===== src/rtl/cfi_query_pkg.sv =====
package cfi_query_pkg;

    // Command words recognised on the write bus
    localparam logic [15:0] CMD_ENTER_QUERY = 16'h0098;
    localparam logic [15:0] CMD_EXIT_QUERY  = 16'h00F0;

    // Word offset at which the entry command must land
    localparam logic [11:0] ENTER_OFFSET = 12'h555;

    // Query table window, inclusive bounds
    localparam logic [11:0] WIN_FIRST = 12'h010;
    localparam logic [11:0] WIN_LAST  = 12'h03F;

    // Base pattern mixed into every modelled array word
    localparam logic [15:0] ARRAY_BASE = 16'hC000;

    typedef enum logic [0:0] {
        ST_ARRAY = 1'b0,
        ST_QUERY = 1'b1
    } cfi_state_e;

    typedef enum logic [1:0] {
        T_HOLD  = 2'd0,
        T_ENTER = 2'd1,
        T_EXIT  = 2'd2
    } cfi_trans_e;

endpackage


===== src/rtl/cfi_cmd_fsm.sv =====
module cfi_cmd_fsm
    import cfi_query_pkg::*;
#(
    parameter int BANK_W = 2,
    parameter int OFF_W  = 12,
    parameter int DATA_W = 16
) (
    input  logic              clk,
    input  logic              rst,
    input  logic              wr_en,
    input  logic [BANK_W-1:0] bank,
    input  logic [OFF_W-1:0]  offset,
    input  logic [DATA_W-1:0] wdata,
    output logic              q_active,
    output logic [BANK_W-1:0] q_bank
);

    localparam logic [DATA_W-1:0] ENTER_W = DATA_W'(CMD_ENTER_QUERY);
    localparam logic [DATA_W-1:0] EXIT_W  = DATA_W'(CMD_EXIT_QUERY);
    localparam logic [OFF_W-1:0]  ENTER_O = OFF_W'(ENTER_OFFSET);

    cfi_state_e        state_q, state_d;
    cfi_trans_e        trans;
    logic [BANK_W-1:0] bank_q, bank_d;

    logic is_enter_cmd;
    logic is_exit_cmd;
    logic hits_q_bank;

    assign is_enter_cmd = wr_en && (wdata == ENTER_W) && (offset == ENTER_O);
    assign is_exit_cmd  = wr_en && (wdata == EXIT_W);
    assign hits_q_bank  = (bank == bank_q);

    // Transition selection
    always_comb begin
        trans = T_HOLD;
        unique case (state_q)
            ST_ARRAY: begin
                if (is_enter_cmd) trans = T_ENTER;
            end
            ST_QUERY: begin
                if (is_exit_cmd && hits_q_bank) trans = T_EXIT;
            end
            default: trans = T_HOLD;
        endcase
    end

    // Next state and stored bank
    always_comb begin
        state_d = state_q;
        bank_d  = bank_q;
        unique case (trans)
            T_ENTER: begin
                state_d = ST_QUERY;
                bank_d  = bank;
            end
            T_EXIT: begin
                state_d = ST_ARRAY;
            end
            T_HOLD: begin
                state_d = state_q;
            end
            default: state_d = state_q;
        endcase
    end

    // State register
    always_ff @(posedge clk) begin
        if (rst) begin
            state_q <= ST_ARRAY;
            bank_q  <= '0;
        end else begin
            state_q <= state_d;
            bank_q  <= bank_d;
        end
    end

    // Outputs
    always_comb begin
        q_active = (state_q == ST_QUERY);
        q_bank   = bank_q;
    end

endmodule


===== src/rtl/cfi_id_rom.sv =====
module cfi_id_rom
    import cfi_query_pkg::*;
#(
    parameter int OFF_W  = 12,
    parameter int DATA_W = 16
) (
    input  logic [OFF_W-1:0]  offset,
    output logic              in_window,
    output logic [DATA_W-1:0] word
);

    localparam logic [OFF_W-1:0] LO = OFF_W'(WIN_FIRST);
    localparam logic [OFF_W-1:0] HI = OFF_W'(WIN_LAST);

    // Identification table, indexed by the low six offset bits
    function automatic logic [15:0] id_entry(input logic [5:0] idx);
        logic [15:0] v;
        unique case (idx)
            6'h10: v = 16'h0051;  // 'Q'
            6'h11: v = 16'h0052;  // 'R'
            6'h12: v = 16'h0059;  // 'Y'
            6'h13: v = 16'h0002;  // primary command set
            6'h14: v = 16'h0000;
            6'h15: v = 16'h0040;  // primary extended table address
            6'h16: v = 16'h0000;
            6'h17: v = 16'h0000;  // no alternate set
            6'h18: v = 16'h0000;
            6'h19: v = 16'h0000;
            6'h1A: v = 16'h0000;
            6'h1B: v = 16'h0017;  // supply min, 1.7 V
            6'h1C: v = 16'h0019;  // supply max, 1.9 V
            6'h1D: v = 16'h0000;  // no program supply pin
            6'h1E: v = 16'h0000;
            6'h1F: v = 16'h0003;  // word write, 2^3 us typical
            6'h20: v = 16'h0000;  // buffer write not supported
            6'h21: v = 16'h0009;  // block erase, 2^9 ms typical
            6'h22: v = 16'h0000;  // chip erase not supported
            6'h23: v = 16'h0004;  // word write max, 2^4 x typical
            6'h24: v = 16'h0000;
            6'h25: v = 16'h0004;  // block erase max, 2^4 x typical
            6'h26: v = 16'h0000;
            default: v = 16'h0000;
        endcase
        return v;
    endfunction

    always_comb begin
        in_window = (offset >= LO) && (offset <= HI);
        word      = in_window ? DATA_W'(id_entry(offset[5:0])) : '0;
    end

endmodule


===== src/rtl/cfi_array_model.sv =====
module cfi_array_model
    import cfi_query_pkg::*;
#(
    parameter int BANKS  = 4,
    parameter int BANK_W = 2,
    parameter int OFF_W  = 12,
    parameter int DATA_W = 16
) (
    input  logic [BANK_W-1:0] bank,
    input  logic [OFF_W-1:0]  offset,
    output logic [DATA_W-1:0] word
);

    localparam logic [DATA_W-1:0] BASE = DATA_W'(ARRAY_BASE);

    logic [DATA_W-1:0] bank_word [BANKS];

    // One pattern generator per bank
    for (genvar b = 0; b < BANKS; b++) begin : g_bank
        assign bank_word[b] = DATA_W'(offset) ^ (DATA_W'(b) << 12) ^ BASE;
    end

    always_comb begin
        word = '0;
        for (int i = 0; i < BANKS; i++) begin
            if (bank == BANK_W'(i)) word = bank_word[i];
        end
    end

endmodule


===== src/rtl/cfi_query_ctrl.sv =====
module cfi_query_ctrl
    import cfi_query_pkg::*;
#(
    parameter int BANKS  = 4,
    parameter int OFF_W  = 12,
    parameter int DATA_W = 16,
    localparam int BANK_W = (BANKS > 1) ? $clog2(BANKS) : 1
) (
    input  logic              clk,
    input  logic              rst,
    input  logic              wr_en,
    input  logic              rd_en,
    input  logic [BANK_W-1:0] bank,
    input  logic [OFF_W-1:0]  offset,
    input  logic [DATA_W-1:0] wdata,
    output logic [DATA_W-1:0] rdata,
    output logic              read_valid,
    output logic              data_invalid
);

    logic              q_active;
    logic [BANK_W-1:0] q_bank;
    logic              rom_hit;
    logic [DATA_W-1:0] rom_word;
    logic [DATA_W-1:0] arr_word;
    logic [DATA_W-1:0] rd_word;
    logic              rd_bad;

    cfi_cmd_fsm #(
        .BANK_W (BANK_W),
        .OFF_W  (OFF_W),
        .DATA_W (DATA_W)
    ) u_fsm (
        .clk      (clk),
        .rst      (rst),
        .wr_en    (wr_en),
        .bank     (bank),
        .offset   (offset),
        .wdata    (wdata),
        .q_active (q_active),
        .q_bank   (q_bank)
    );

    cfi_id_rom #(
        .OFF_W  (OFF_W),
        .DATA_W (DATA_W)
    ) u_rom (
        .offset    (offset),
        .in_window (rom_hit),
        .word      (rom_word)
    );

    cfi_array_model #(
        .BANKS  (BANKS),
        .BANK_W (BANK_W),
        .OFF_W  (OFF_W),
        .DATA_W (DATA_W)
    ) u_array (
        .bank   (bank),
        .offset (offset),
        .word   (arr_word)
    );

    // Read source selection against the mode held before this cycle's write
    always_comb begin
        if (q_active && (bank == q_bank)) begin
            rd_word = rom_hit ? rom_word : '0;
            rd_bad  = !rom_hit;
        end else begin
            rd_word = arr_word;
            rd_bad  = 1'b0;
        end
    end

    always_ff @(posedge clk) begin
        if (rst) begin
            rdata        <= '0;
            read_valid   <= 1'b0;
            data_invalid <= 1'b0;
        end else begin
            read_valid   <= rd_en;
            data_invalid <= rd_en && rd_bad;
            if (rd_en) rdata <= rd_word;
        end
    end

endmodule


===== config.mk =====
export PLATFORM = sky130hd
export DESIGN_NAME = cfi_query_ctrl
export DESIGN_NICKNAME = d
export VERILOG_FILES = /design/src/rtl/cfi_query_pkg.sv /design/src/rtl/cfi_cmd_fsm.sv /design/src/rtl/cfi_id_rom.sv /design/src/rtl/cfi_array_model.sv /design/src/rtl/cfi_query_ctrl.sv
export SDC_FILE = /design/constraint.sdc
export NUM_CORES = 1
export LEC_CHECK = 0
export BUFFER_PORTS_ARGS = -buffer_cell sky130_fd_sc_hd__buf_2
export CORE_MARGIN = 3
export CORE_UTILIZATION = 40
export CTS_BUF_LIST = sky130_fd_sc_hd__clkbuf_2
export DETAILED_ROUTE_END_ITERATION = 7
export PLACE_DENSITY_LB_ADDON = 0.12
export SYNTH_ARGS = -nofsm -noshare
export SYNTH_HDL_FRONTEND = slang
export SYNTH_SLANG_ARGS = --single-unit

===== constraint.sdc =====
create_clock -name clk -period 3.4 [get_ports clk]
set_clock_uncertainty 0.1 [all_clocks]
set_input_delay 0.68 -clock clk [delete_from_list [all_inputs] [get_ports clk]]
set_output_delay 0.68 -clock clk [all_outputs]
set_load 0.005 [all_outputs]

# [Yosys cells after proc, flatten, opt, wreduce, memory -nomap -nowiden]
# Memory sizes are Yosys's and may differ from the RTL's.
# Cells that the tools add are included.
[totals] ram_bits=0 romBits=384 mem_count=1 reg_bits=21 latch_bits=0 elab_cells=39 out_inout_bits=18
[classes] n_lt_le_gt_ge=2 reduce_logical=10 n_mul=0 eq_ne=9 n_addsub=0 mux=11 bitwise_logic=1 n_shift=0 n_div=0
[mem_list] memory="(name not given)" depth=64 word_bits=6 rd=1 rd_clocked_by_memory_dff=0 wr=0 line_no="cfi_id_rom.sv:18" rtl="unique case (idx)"
[ops] cell="2-to-1 mux 16 bit" n=6
[ops] cell="equality test 16 x 8 -> 1 bit (second input constant)" n=2
[ops] cell="equality test 12 x 11 -> 1 bit (second input constant)" n=1
[ops] cell="greater-or-equal comparator 12 x 5 -> 1 bit (second input constant)" n=1
[ops] cell="<= comparator 12 x 6 -> 1 bit (second input constant)" n=1
[ops] cell="logical AND 1 bit" n=7
[ops] cell="equality test 2 bit (second input constant)" n=3
[ops] cell="equality test 2 x 1 -> 1 bit (second input constant)" n=2
[ops] cell="case mux 2 bit (2 select lines)" n=1
[ops] cell="equality test 2 bit" n=1
[ops] cell="zero test 2 bit" n=1
[ops] cell="2-to-1 mux 1 bit" n=2
[ops] cell="2-to-1 mux 2 bit" n=1
[ops] cell="case mux 1 bit (2 select lines)" n=1
[ops] cell="nonzero test 2 bit" n=1
[ops] cell="zero test 1 bit" n=1
[ops] cell="inverter 1 bit" n=1

# [Depth between registers and ports, before layout]
# Gate-level depths: netlist (run 1).
[depth] word_depth=7 depth_mapped=8

# [Hierarchy]
# From an unflattened synthesis (run 1), not the netlist that was laid out.
[hier_totals] cells_unflattened=219 area_unflattened_um2=1716.6
[modules_own_cells] mod="cfi_query_ctrl" seq_area_each_um2=360.3 cells_each=121 area_per_inst_um2=987.2 n_inst=1
[modules_own_cells] mod="cfi_id_rom" seq_area_each_um2=0.0 cells_each=52 area_per_inst_um2=387.9 n_inst=1
[modules_own_cells] mod="cfi_cmd_fsm" seq_area_each_um2=60.1 cells_each=29 area_per_inst_um2=270.3 n_inst=1
[modules_own_cells] mod="cfi_array_model" seq_area_each_um2=0.0 cells_each=17 area_per_inst_um2=71.3 n_inst=1

# [Least setup slack after synthesis (run 1)]
# OpenSTA, ideal clock, no wires.
[synth_timing] kind="input to register" from="input port wdata[12]" to="register u_fsm.state_q, in the netlist u_fsm.q_active" arrival_ns=2.089 t_required_ns=3.172 setup_ns=0.128 slack_ns=1.084 stages=6 path_cell_list="nor4b_2 > nand4_1 > or4_4 > ha_1 > a21oi_1 > nor2_1"
[synth_between] elab_chain_cells=7
[synth_rtl] item="start: declaration" line_no="cfi_query_ctrl.sv:15" rtl="input logic [DATA_W-1:0] wdata,"
[synth_rtl] item="equality test 16 x 8 -> 1 bit (on tied branches)" line_no="cfi_cmd_fsm.sv:30, cfi_cmd_fsm.sv:31"
[synth_rtl] item="logical AND 1 bit (on tied branches)" line_no="cfi_cmd_fsm.sv:30, cfi_cmd_fsm.sv:31"
[synth_rtl] item="logical AND 1 bit (on tied branches)" line_no="cfi_cmd_fsm.sv:30, cfi_cmd_fsm.sv:42"
[synth_rtl] item="2-to-1 mux 1 bit / 2-to-1 mux 2 bit (equally long branches)" line_no="cfi_cmd_fsm.sv:39, cfi_cmd_fsm.sv:42"
[synth_rtl] item="case mux 2 bit (2 select lines) *" line_no="cfi_cmd_fsm.sv:37" rtl="unique case (state_q)"
[synth_rtl] item="equality test 2 bit / equality test 2 x 1 -> 1 bit (equally long branches)" line_no="cfi_cmd_fsm.sv:52" rtl="unique case (trans)"
[synth_rtl] item="case mux 1 bit (2 select lines) / nonzero test 2 bit (equally long branches)"
[synth_rtl] item="end signal: assignment" line_no="cfi_cmd_fsm.sv:73" rtl="state_q <= state_d;"
[synth_rtl] item="end: declaration" line_no="cfi_cmd_fsm.sv:22" rtl="cfi_state_e state_q, state_d;"
# Every way passes the cells marked *; elsewhere a longest branch is shown, timed or not.
# A chain may end at the register's enable or synchronous reset.

# [Worst setup path after layout (run 1)]
[layout_timing] from="input port wdata[9]" to="register u_fsm.state_q, in the netlist u_fsm.q_active"
# Same word-level chain as after synthesis.

==> metrics list, run 1 <==
* Status: completed
* Highest achievable clock rate: 456 MHz
- Clock tree sinks: 20
- Ranking of synthesized cells by instance count: 20 x dfxtp_1, 16 x nor2_1, 11 x nand3_1
* Average via count per standard cell: roughly 5.6
- The worst setup path is of the input port to register kind.
* Fraction of the yosys area taken by sequential cells: 35.8%
* Arrival time of data at the critical path endpoint: between 2 and 2.5 ns
* Fraction of synthesized cell area taken by the top area cell type: 35.8%
- Together, buffers and inverters on the worst path number 1.
* Xor/xnor cell area share of the yosys netlist: 1.56%
- Cell Pwr Density: 311 nW/um2
- Of the total synthesized cell area, the portion taken by AND, OR, NAND and NOR gates is slightly below 30%.
- Post-Synthesis Net Count: roughly 180
- The max-slew violation count is 0.
- Of the available clock period, the critical path in the final layout requires ~65%.
* Delay of the slowest cell on the worst path: 0.57 ns
- Count leader, synth: dfxtp_1
- Counting along the longest clock path gives a buffer depth of 2.
- FFs w/ async S/R, synth: 0%
- The number of setup buffers added after CTS is 0.
- Diodes inserted: 0
* Endpoint kind of the worst setup timing path: register
- Fin. Hold Viols: 0
- Cell Count, Final, Fillers Out: 212
- Standard-cell row count: 18
* Antenna violations before repair: 0
- Post-Synthesis Cells: 135
- DPL Wire Length: 2.33 mm
- IR analysis of the VDD net gives a maximum drop of ~0.19 mV.
- The clock period could shrink to approximately 2.2 ns.
- The die covers 3470 um2.
- Final RePlAce weighted congestion: 0.828
* Drt first-iter violations: 38
* Setup violation total in the final timing report: 0
- After detailed routing, the average wire length per cell comes to 13.8 um.
* Slew at the pin closest to its max-slew limit: roughly 0.66 ns
- For this run, design rule violations remaining after detail routing come to 0.
- The critical path goes through buf_2 > nor4_2 > nand4_1 > or4_4 > ha_1 > a21oi_1 > nor2_1.
- During synthesis, Yosys emitted a total of 0 warnings.
- The worst setup path is launched from an input port.
- Gates resized during post-CTS repair numbered 0.
- Required time of the critical path: 3.52 ns
- Area growth from synthesis to layout: 24.8%
* Height of the chip: 58.9 um
- Fraction of the mapped netlist area in compound gates: between 15 and 20%
- Clock root buffer: clkbuf_2
- TritonCTS built the clock tree.
* Via count: approximately 1200
- Die Width: 58.9 um
- By area the synthesized netlist is led by dfxtp_1 36%, ha_1 7.8%, nor2_1 5.4%, nand3_1 4.9%, a32oi_1 4.7%.
- Averaged over all synthesized cells, the footprint is 8.29 um2.
- At the end of the flow, the number of nets in the layout was 224.
- Clock Pin Slew Worst Setup and Hold Paths: 0.18 ns
- In this run the tool buffered the top-level ports with 51 buffer cells.
* Maximum fanout along the worst path: 2
* Pre-antenna DRT Iters: 4
* Multiplexer share of the synthesized area: 1.79%
- Cts bufs inserted: 3
- Delay-heaviest family, CP: simple AND/OR/NAND/NOR gates
- Wires add up to about 2.9 mm.
- CTS built an H-tree with a depth of 1.
* Combinational family with the most area after synthesis: simple AND/OR/NAND/NOR gates
* Slew headroom: between 50% and 60%
- Top-level I/O count: 52
- For this design the static power due to leakage is 0.642 nW.
- For this design, the CTS-stage hold fixing added 0 buffers.
* Global-route wire length before repair: ~5 mm
- The initial utilization of the core area, before any placement, comes to 43.6%.
* Max stage delay cell, worst path: or4_4
* Setup TNS after final layout: 0 ns
* Fraction of final layout cells sized beyond drive strength 1: 33.0%
* Source-to-sink clock delay at the later pin of the worst-skew pair: roughly 0.31 ns
* Number of enable-type register cells in the synthesized netlist: 0
- Post-synthesis cell type with the largest combined area: dfxtp_1
* Overall global routing resource usage: roughly 18%
* Synth Cell Area: ~1100 um2
- Hold Worst Slack: 0.380 ns
* Maximum number of pins on one net before global-route repair: 21
- The via count of the first global-routing pass came to 1176.
- Synthesis-stage register bit count: 20
- MaxCap Viol Count: 0
- Synthesized-area fraction occupied by adder cells: ~7.8%
- Cell total after placement: 208
- In this run, distinct cell masters in the synthesized netlist total 35.
- Overall overflow remaining after global route: 0
- The floorplan step defined a core boundary enclosing approximately 2600 um2.
* Hold/Removal Path Class: register to register
- The detail route stage leaves a number of antenna-violating nets equal to 0.
- Setup repair after global routing left no endpoint under its margin.
* Dominant register cell in the synthesized netlist: dfxtp_1
flip-flops by register name, indices dropped and copies added (netlist names):
| name | flops |
|---|---|
| rdata | 15 |
| u_fsm.q_bank | 2 |
| data_invalid | 1 |
| read_valid | 1 |
| u_fsm.q_active | 1 |
per-layer routing:
layer  share of wire (%)  GRT usage [%]
met5                   0              0
met4                 1.4           6.15
met3                 6.7           1.97
met2                  48           32.0
met1                  44           23.7
layout make-up:
cell class                 instances  area, um2
clock inverter                     1       3.75
multi-input combinational        101        659
fill                             255       1170
tap                               30       37.5
inverter                           5       18.8
timing repair buffer              52        263
sequential                        20        400
clock buffer                       3       15.0
worst reg2reg max path, stage by stage, from the launching register on:
cell and delay [ns]:
dfxtp_1 0.37, nor2_1 0.11, nand3_1 0.08, or4_4 0.49, ha_1 0.32, a21oi_1 0.15, nor2_1 0.06
cell usage in the layout (no fill, tap or decap):
cell type,count
mux2i_1,2
or4_4,1
dfxtp_1,20
ha_1,7
o31ai_1,1
nand3_1,11
nand4_1,4
a32oi_1,6
nand2b_1,8
a21oi_1,10
nor2b_1,3
and2b_1,1
nor3_1,3
clkbuf_2,3
clkinv_1,1
inv_2,1
a211oi_1,1
o41ai_1,1
inv_1,4
and4b_1,1
nor4_2,1
a31oi_1,3
o21ai_0,6
nand2_1,5
and3_1,1
a311oi_1,2
nor4_1,1
xnor2_1,2
buf_4,1
nor4b_2,1
buf_2,51
o211a_1,1
and4bb_2,1
nor2_1,16
nor3b_1,1
final timing paths:
path,cells past startpoint,end,start,slack (ns)
worst max-delay path,7,u_fsm.q_active$_SDFFE_PP0P_,wdata[9],1.21
worst min-delay path,2,rdata[10]$_SDFFE_PP0P_,rdata[10]$_SDFFE_PP0P_,0.38
worst max register to register,6,u_fsm.q_active$_SDFFE_PP0P_,u_fsm.q_active$_SDFFE_PP0P_,1.62
worst min register to register,2,rdata[10]$_SDFFE_PP0P_,rdata[10]$_SDFFE_PP0P_,0.38
stage by stage:
step,worst slack (ns),area [um2],utilization (%),power (mW)
floorplan,1.08,1120,-,0.297
global placement,0.936,1380,53.7,0.337
detailed placement,0.827,1380,53.7,0.340
CTS,1.18,1400,54.4,0.438
global route,1.12,1400,54.4,0.461
finish,1.21,1400,54.4,0.435
report_power, final:
group	leakage, nW	internal, mW	switching (mW)
combinational	0.463	0.0393	0.0454
clock	0.0140	0.0256	0.0742
sequential	0.164	0.246	0.00508
total	0.642	0.310	0.125
cell families after synthesis:
family | after synthesis
simple gates | 59
compound gates | 31
flops | 20
buf+inv | 14
fa+ha+maj | 7
xor+xnor | 2
mux | 2
Power figures use the tool's default switching activity.
==> inputs of run 2 (changes only) <==
==> constraint.sdc (replaced) <==
create_clock -name clk -period 2.3 [get_ports clk]
set_clock_uncertainty 0.1 [all_clocks]
set_input_delay 0.46 -clock clk [delete_from_list [all_inputs] [get_ports clk]]
set_output_delay 0.46 -clock clk [all_outputs]
set_load 0.005 [all_outputs]
==> run 2 against run 1 <==
  * Routed wire length is 0.27% higher
  * Via count is 1.0% higher
  * Global-route usage decreased by 0.27 points
  * Design area rose by 3.8%
  * Count of clock-buffer cells in the layout unchanged
  * Non-clock buffer count grew 7
  * Sequential share of layout area decreased by 1.0 points
  * Cell count is 3.3% higher
  * Total power rose by 50%
  * Flip-flop and latch count did not move
  * Hold slack worse by 0.075 ns
==> metrics list, run 2 (synthesis gave the netlist of run 1 again) <==
- The run finished with clean final reports.
- Overall overflow remaining after global route: 0
- Critical path type: input port to register
- For flop-to-flop paths, the worst setup slack is 0.53 ns.
- Height of the chip: just under 60 um
* Area growth from synthesis to layout: 29.5%
- Buffers inserted during clock tree synthesis total 3.
- MaxCap Viol Count: 0
- Cell total after placement: 215
- Summed over all layers, the routed wires come to between 2 and 3 mm.
- After detailed routing, the number of remaining DRC violations is 0.
- Setup violations remaining at the end of the flow were counted as 0.
- CP cell instances: buf_2 > nor4b_2 > nand4_1 > or4_4 > ha_1 > a21oi_1 > nor2_1
- The die covers 3470 um2.
- Across the VDD grid, the largest voltage drop is 0.421 mV.
- The total count of hold-check failures in the final report is 0.
* Required time of the critical path: between 2 and 2.5 ns
- CTS HTree Levels: 1
* Via count: around 1200
- Clock tree sinks: 20
- Setup repair after global routing left no endpoint under its margin.
- Delay-heaviest family, CP: simple AND/OR/NAND/NOR gates
- Once the floorplan was initialized, standard cells occupied 43.6% of the core.
* Max stage delay cell, worst path: or4_4
- Endpoint kind of the worst setup timing path: register
* Worst Reg2Reg Path Length in Cells: 6
* Final RePlAce weighted congestion: 0.817
- Static timing analysis puts the maximum clock frequency at 506 MHz.
* Antenna violations before repair: 0
- Slew headroom: 72.5%
- In the final routed layout, each cell accounts on average for 13.4 um.
- Cell Count, Final, Fillers Out: between 200 and 250
- Hold/Removal Path Class: input port to register
- Slew at the pin closest to its max-slew limit: 0.411 ns
- Placeable core region: 2570 um2
- Buffer depth of the longest clock path: 2
- After routing the design area is 1450 um2.
- In the final design database the tool counted 231 nets.
- Average via count per standard cell: 5.47
- The worst hold path terminates at rdata[6]$_SDFFE_PP0P_.
* Overall global routing resource usage: 18.2%
- Entering global routing, the biggest net connects 21 pins.
- DPL Wire Length: 2.34 mm
- Die Width: approximately 59 um
* Post CTS Setup Buffer Count: 0
- Drt first-iter violations: 36
- Global-route wire length before repair: 4.89 mm
- In this run the worst path has a maximum fanout of 2.
- STA classifies the critical path startpoint as an input port.
* Top-level I/O count: 52
- Most frequent cells in the layout: 51 x buf_2, 20 x dfxtp_1, 16 x nor2_1
- Port Buf Inserts: 51
* Share of the core filled with cells: 56.5%
- TritonCTS clock tree: done
- The max-slew violation count came to 0.
- Buffers inserted to repair hold after CTS numbered 0.
- Row generation in the floorplan step produced 18 rows.
- For this run, the detailed router's first-pass iteration total came to 6.
- Total design power: 0.654 mW
* Delay of the slowest cell on the worst path: a little under 0.6 ns
* R2R Path Start: u_fsm.q_active$_SDFFE_PP0P_
* Antenna Violating Nets Remaining: 0
- Leading cell type in the layout, fill and taps excluded: buf_2
* Diodes inserted: 0
* Final worst-path cycle share: a little under nine tenths
- Clock Pin Slew Worst Setup and Hold Paths: 0.21 ns
* Count of cells along the worst hold path: 3
- Cell Pwr Density: 451 nW/um2
* Hold_sp: offset[6]
- Number of global-route vias before repair: 1090
* Source-to-sink clock delay at the later pin of the worst-skew pair: 0.30 ns
* Bufs and invs on worst path: 1
* Arrival time of data at the critical path endpoint: 2.10 ns
- The tree is rooted in a clkbuf_2.
- For this design the static power due to leakage is just under 0.7 nW.
* Fraction of final layout cells sized beyond drive strength 1: 35.4%
- For the finished layout, the period the worst path requires is slightly below 2 ns.
- Once the clock tree was built, the resizer swapped 0 gates to a different size.
- The register with the most flip-flops in the final layout is rdata.
- Flip-flop count of the largest register after layout: 15
* Filler Cell Count: 244
- In this run the cell area measured after placement is 1430 um2.
* Hold Worst Slack: around 0.30 ns
* Reg-to-reg endpoint: u_fsm.q_active$_SDFFE_PP0P_
- Levels on crit path: 7
==> run 2: layer usage <==
layer	part of all wire [%]	vias to the layer above	track usage, %
li1	-	597	-
met1	44	549	24.5
met2	49	49	30.0
met3	6.8	2	2.19
met4	0.31	0	6.15
met5	0	-	0
==> run 2: where the power goes <==
group	leakage, nW	switching, mW	internal [mW]
sequential	0.164	0.00726	0.363
clock	0.0140	0.111	0.0378
combinational	0.497	0.0687	0.0659
==> run 2: worst reg2reg max path: stages, from the launching register on <==
cell and delay [ns]:
dfxtp_1 0.37, nor2_1 0.12, nand3_1 0.09, or4_4 0.49, ha_1 0.32, a21oi_1 0.15
nor2_1 0.05
==> run 2: worst max path at each step <==
| stage | from | to |
|---|---|---|
| floorplan | wdata[12] | u_fsm.q_active$_SDFFE_PP0P_ |
| global placement | wdata[12] | u_fsm.q_active$_SDFFE_PP0P_ |
| detailed placement | wdata[12] | u_fsm.q_active$_SDFFE_PP0P_ |
| CTS | wdata[12] | u_fsm.q_active$_SDFFE_PP0P_ |
| global route | wdata[9] | u_fsm.q_bank[0]$_SDFFE_PP0N_ |
| finish | wdata[12] | u_fsm.q_active$_SDFFE_PP0P_ |
==> run 2: cell type report <==
cell class | instances | area, um2 | area share (%)
Sequential cell | 20 | 400 | 27.6
Timing Repair Buffer | 59 | 315 | 21.7
Multi-Input combinational cell | 101 | 659 | 45.5
Clock buffer | 3 | 15.0 | 1.04
Tap cell | 30 | 37.5 | 2.59
Clock inverter | 1 | 3.75 | 0.259
Inverter | 5 | 18.8 | 1.29
==> run 2: stage by stage <==
step / setup TNS (ns) / worst slack, ns
floorplan: 0 / 0.204
global placement: 0 / 0.0601
detailed placement: -0.0892 / -0.0347
CTS: 0 / 0.324
global route: 0 / 0.151
finish: 0 / 0.323
==> inputs of run 3 (changes only) <==
--- a/config.mk
+++ b/config.mk
@@ -7,7 +7,7 @@
 export LEC_CHECK = 0
 export BUFFER_PORTS_ARGS = -buffer_cell sky130_fd_sc_hd__buf_2
 export CORE_MARGIN = 3
-export CORE_UTILIZATION = 40
+export CORE_UTILIZATION = 45
 export CTS_BUF_LIST = sky130_fd_sc_hd__clkbuf_2
 export DETAILED_ROUTE_END_ITERATION = 7
 export PLACE_DENSITY_LB_ADDON = 0.12
==> run 3 against run 2 <==
  * Sequential power barely moved
  * Cell count down 1.8%
  * Non-clock buffer count shrank 1
  * Critical path type unchanged
  * Largest power group unchanged
  * Highest routed layer unchanged
==> metrics list, run 3 (synthesis gave the netlist of run 1 again) <==
- In this run the horizontal extent of the chip is about 56 um.
- For this run the aggregate overflow at the end of global routing stands at 0.
- Row generation in the floorplan step produced 17 rows.
- Antenna violations before repair: 0
- The congestion estimate from routability-driven global placement came to ~0.83.
- Setup TNS after final layout: 0 ns
- Sequential cells account for 57.2% of the total power.
- Port Buf Inserts: 51
- Source-to-sink clock delay at the later pin of the worst-skew pair: 0.32 ns
- Post-route cell area: approximately 1400 um2
- The number of antenna diodes in the final layout is 0.
- Measured along the y axis, the die boundary spans between 50 and 60 um.
- Clock root buffer: clkbuf_2
* Antenna Violating Nets Remaining: 0
* Most frequent cells in the layout: 51 x buf_2, 20 x dfxtp_1, 16 x nor2_1
* P_leak: 0.670 nW
- Summed over all nets, the half-perimeter wirelength after detailed placement is about 2.3 mm.
* Post-place setup slack: -0.0388 ns
- Maximum number of pins on one net before global-route repair: 21
- Final max-slew violation count: 0
* Cts bufs inserted: 3
- Ranked by flip-flop count, first place goes to rdata.
* Clock tree sinks: 20
- Critical path type: input port to register
* Clock group share of total power: 22.3%
- After filler insertion, the fill cell instance count of the layout stands at 214.
- Net switching power: 0.184 mW
* Part of the total power dissipated in combinational logic: between 20 and 25%
* Internal Power: about 0.46 mW
* Average via count per standard cell: 5.49
* Final net count: 230
- Cell Pwr Density: 451 nW/um2
- From synthesis to final layout, the design area changed by 28.3%.
- After clock tree synthesis, the clock-pin slew on the worst setup and hold paths is 0.18 ns.
* Top-level I/O count: 52
- Post-cts repair resize count: 0
- Setup repair after global routing left no endpoint under its margin.
- Max stage delay cell, worst path: or4_4
- Number of global-route vias before repair: roughly 1200
- Fraction of final layout cells sized beyond drive strength 1: 35.3%
* Delay of the slowest cell on the worst path: 0.58 ns
* MaxCap Viol Count: 0
- Maximum fanout along the worst path: 2
- Slew at the pin closest to its max-slew limit: around 0.44 ns
- Derived from the worst setup path, the maximum achievable clock frequency is 511 MHz.
- For this design, the CTS-stage hold fixing added 0 buffers.
* WL final: 2.88 mm
- Counting I/O delays and the setup requirement, the final critical path takes 1.96 ns.
- The initial utilization of the core area, before any placement, comes to 49.2%.
* Maximum resistive drop on vdd: 0.320 mV
* Endpoint kind of the worst setup timing path: register
* Remaining routing DRC violations: 0
- Buffer depth of the longest clock path: 2
* Flip-flop count of the largest register after layout: 15
* Placeable core region: 2280 um2
- Overall global routing resource usage: 19.5%
- Summing all flip-flop and latch instances after layout gives around 400 um2.
- PnR worst setup slack: 0.341 ns
* Fin. Hold Viols: 0
- The first global-routing pass estimated 4.97 mm of wire.
- Share of the core filled with cells: 63.1%
* CTS HTree Levels: 1
* Switching share of total power: 28.4%
- Arrival time of data at the critical path endpoint: 2.08 ns
- CP cell instances: buf_2 > nor4_2 > nand4_1 > or4_4 > inv_2 > ha_1 > mux2i_1 > nor2_1
- Placed cell area: about 1400 um2
* Slew headroom: between 70% and 80%
- The die covers 3120 um2.
- Drt first-iter violations: 59
* Status: completed
- Via count: 1181
- TritonCTS built the clock tree.
* Post CTS Setup Buffer Count: 0
- For this run, the detailed router's first-pass iteration total came to 4.
- The min-delay analysis places its worst path in the category input port to register.
* Required time of the critical path: approximately 2.4 ns
* Combined area of the multi-input logic cells: 659 um2
- Leaving out fill and tap cells, the most frequent cell in the layout is buf_2.
- Dividing the detail-routed wire length by the instance count gives roughly 13 um.
- STA classifies the critical path startpoint as an input port.
- Final worst-path cycle share: about 85%
- Setup violations remaining at the end of the flow were counted as 0.
[run 3: path summary, 6_finish.rpt]
path	start	to	slack (ns)	depth (start not counted)
setup / recovery	wdata[9]	u_fsm.q_bank[0]$_SDFFE_PP0N_	0.34	8
hold / removal	offset[11]	rdata[11]$_SDFFE_PP0P_	0.30	3
setup reg to reg	u_fsm.q_active$_SDFFE_PP0P_	u_fsm.q_bank[0]$_SDFFE_PP0N_	0.53	7
hold reg to reg	rdata[9]$_SDFFE_PP0P_	rdata[9]$_SDFFE_PP0P_	0.38	2
[run 3: metal layers]
layer	share of wire, %	track usage (%)	vias to the layer above
met1	44	24.2	517
met5	0	0	-
met4	1.1	9.49	0
met3	9.5	5.10	6
met2	45	31.4	62
li1	-	-	596
[run 3: worst max-delay path, delay by kind of cell]
kind,cells,cell delay [ns]
buf+inv,2,0.16
simple gates,4,1.06
fa+ha+maj,1,0.19
mux,1,0.21
[run 3: stage by stage]
step | power (mW) | hold slack (ns) | instances
6_report | 0.647 | 0.304 | 215
3_5_place_dp | 0.510 | 0.358 | 212
5_1_grt | 0.683 | 0.275 | 215
2_1_floorplan | 0.440 | 0.356 | 135
4_1_cts | 0.646 | 0.299 | 215
3_3_place_gp | 0.506 | 0.351 | 212
[run 3: area by class of cell]
cell class                      instances  share of cell area (%)
Timing Repair Buffer                   58                    21.4
Inverter                                5                    1.31
Sequential cell                        20                    27.9
Multi-Input combinational cell        101                    45.9
Clock buffer                            3                    1.05
Tap cell                               28                    2.44
[run 3: power by group through the flow]
stage / Combinational [mW] / Sequential (mW) / Clock (mW)
6_report: 0.133 / 0.370 / 0.144
5_1_grt: 0.149 / 0.373 / 0.162
4_1_cts: 0.133 / 0.370 / 0.144
3_5_place_dp: 0.132 / 0.377 / 0
3_3_place_gp: 0.129 / 0.377 / 0
2_1_floorplan: 0.0605 / 0.379 / 0
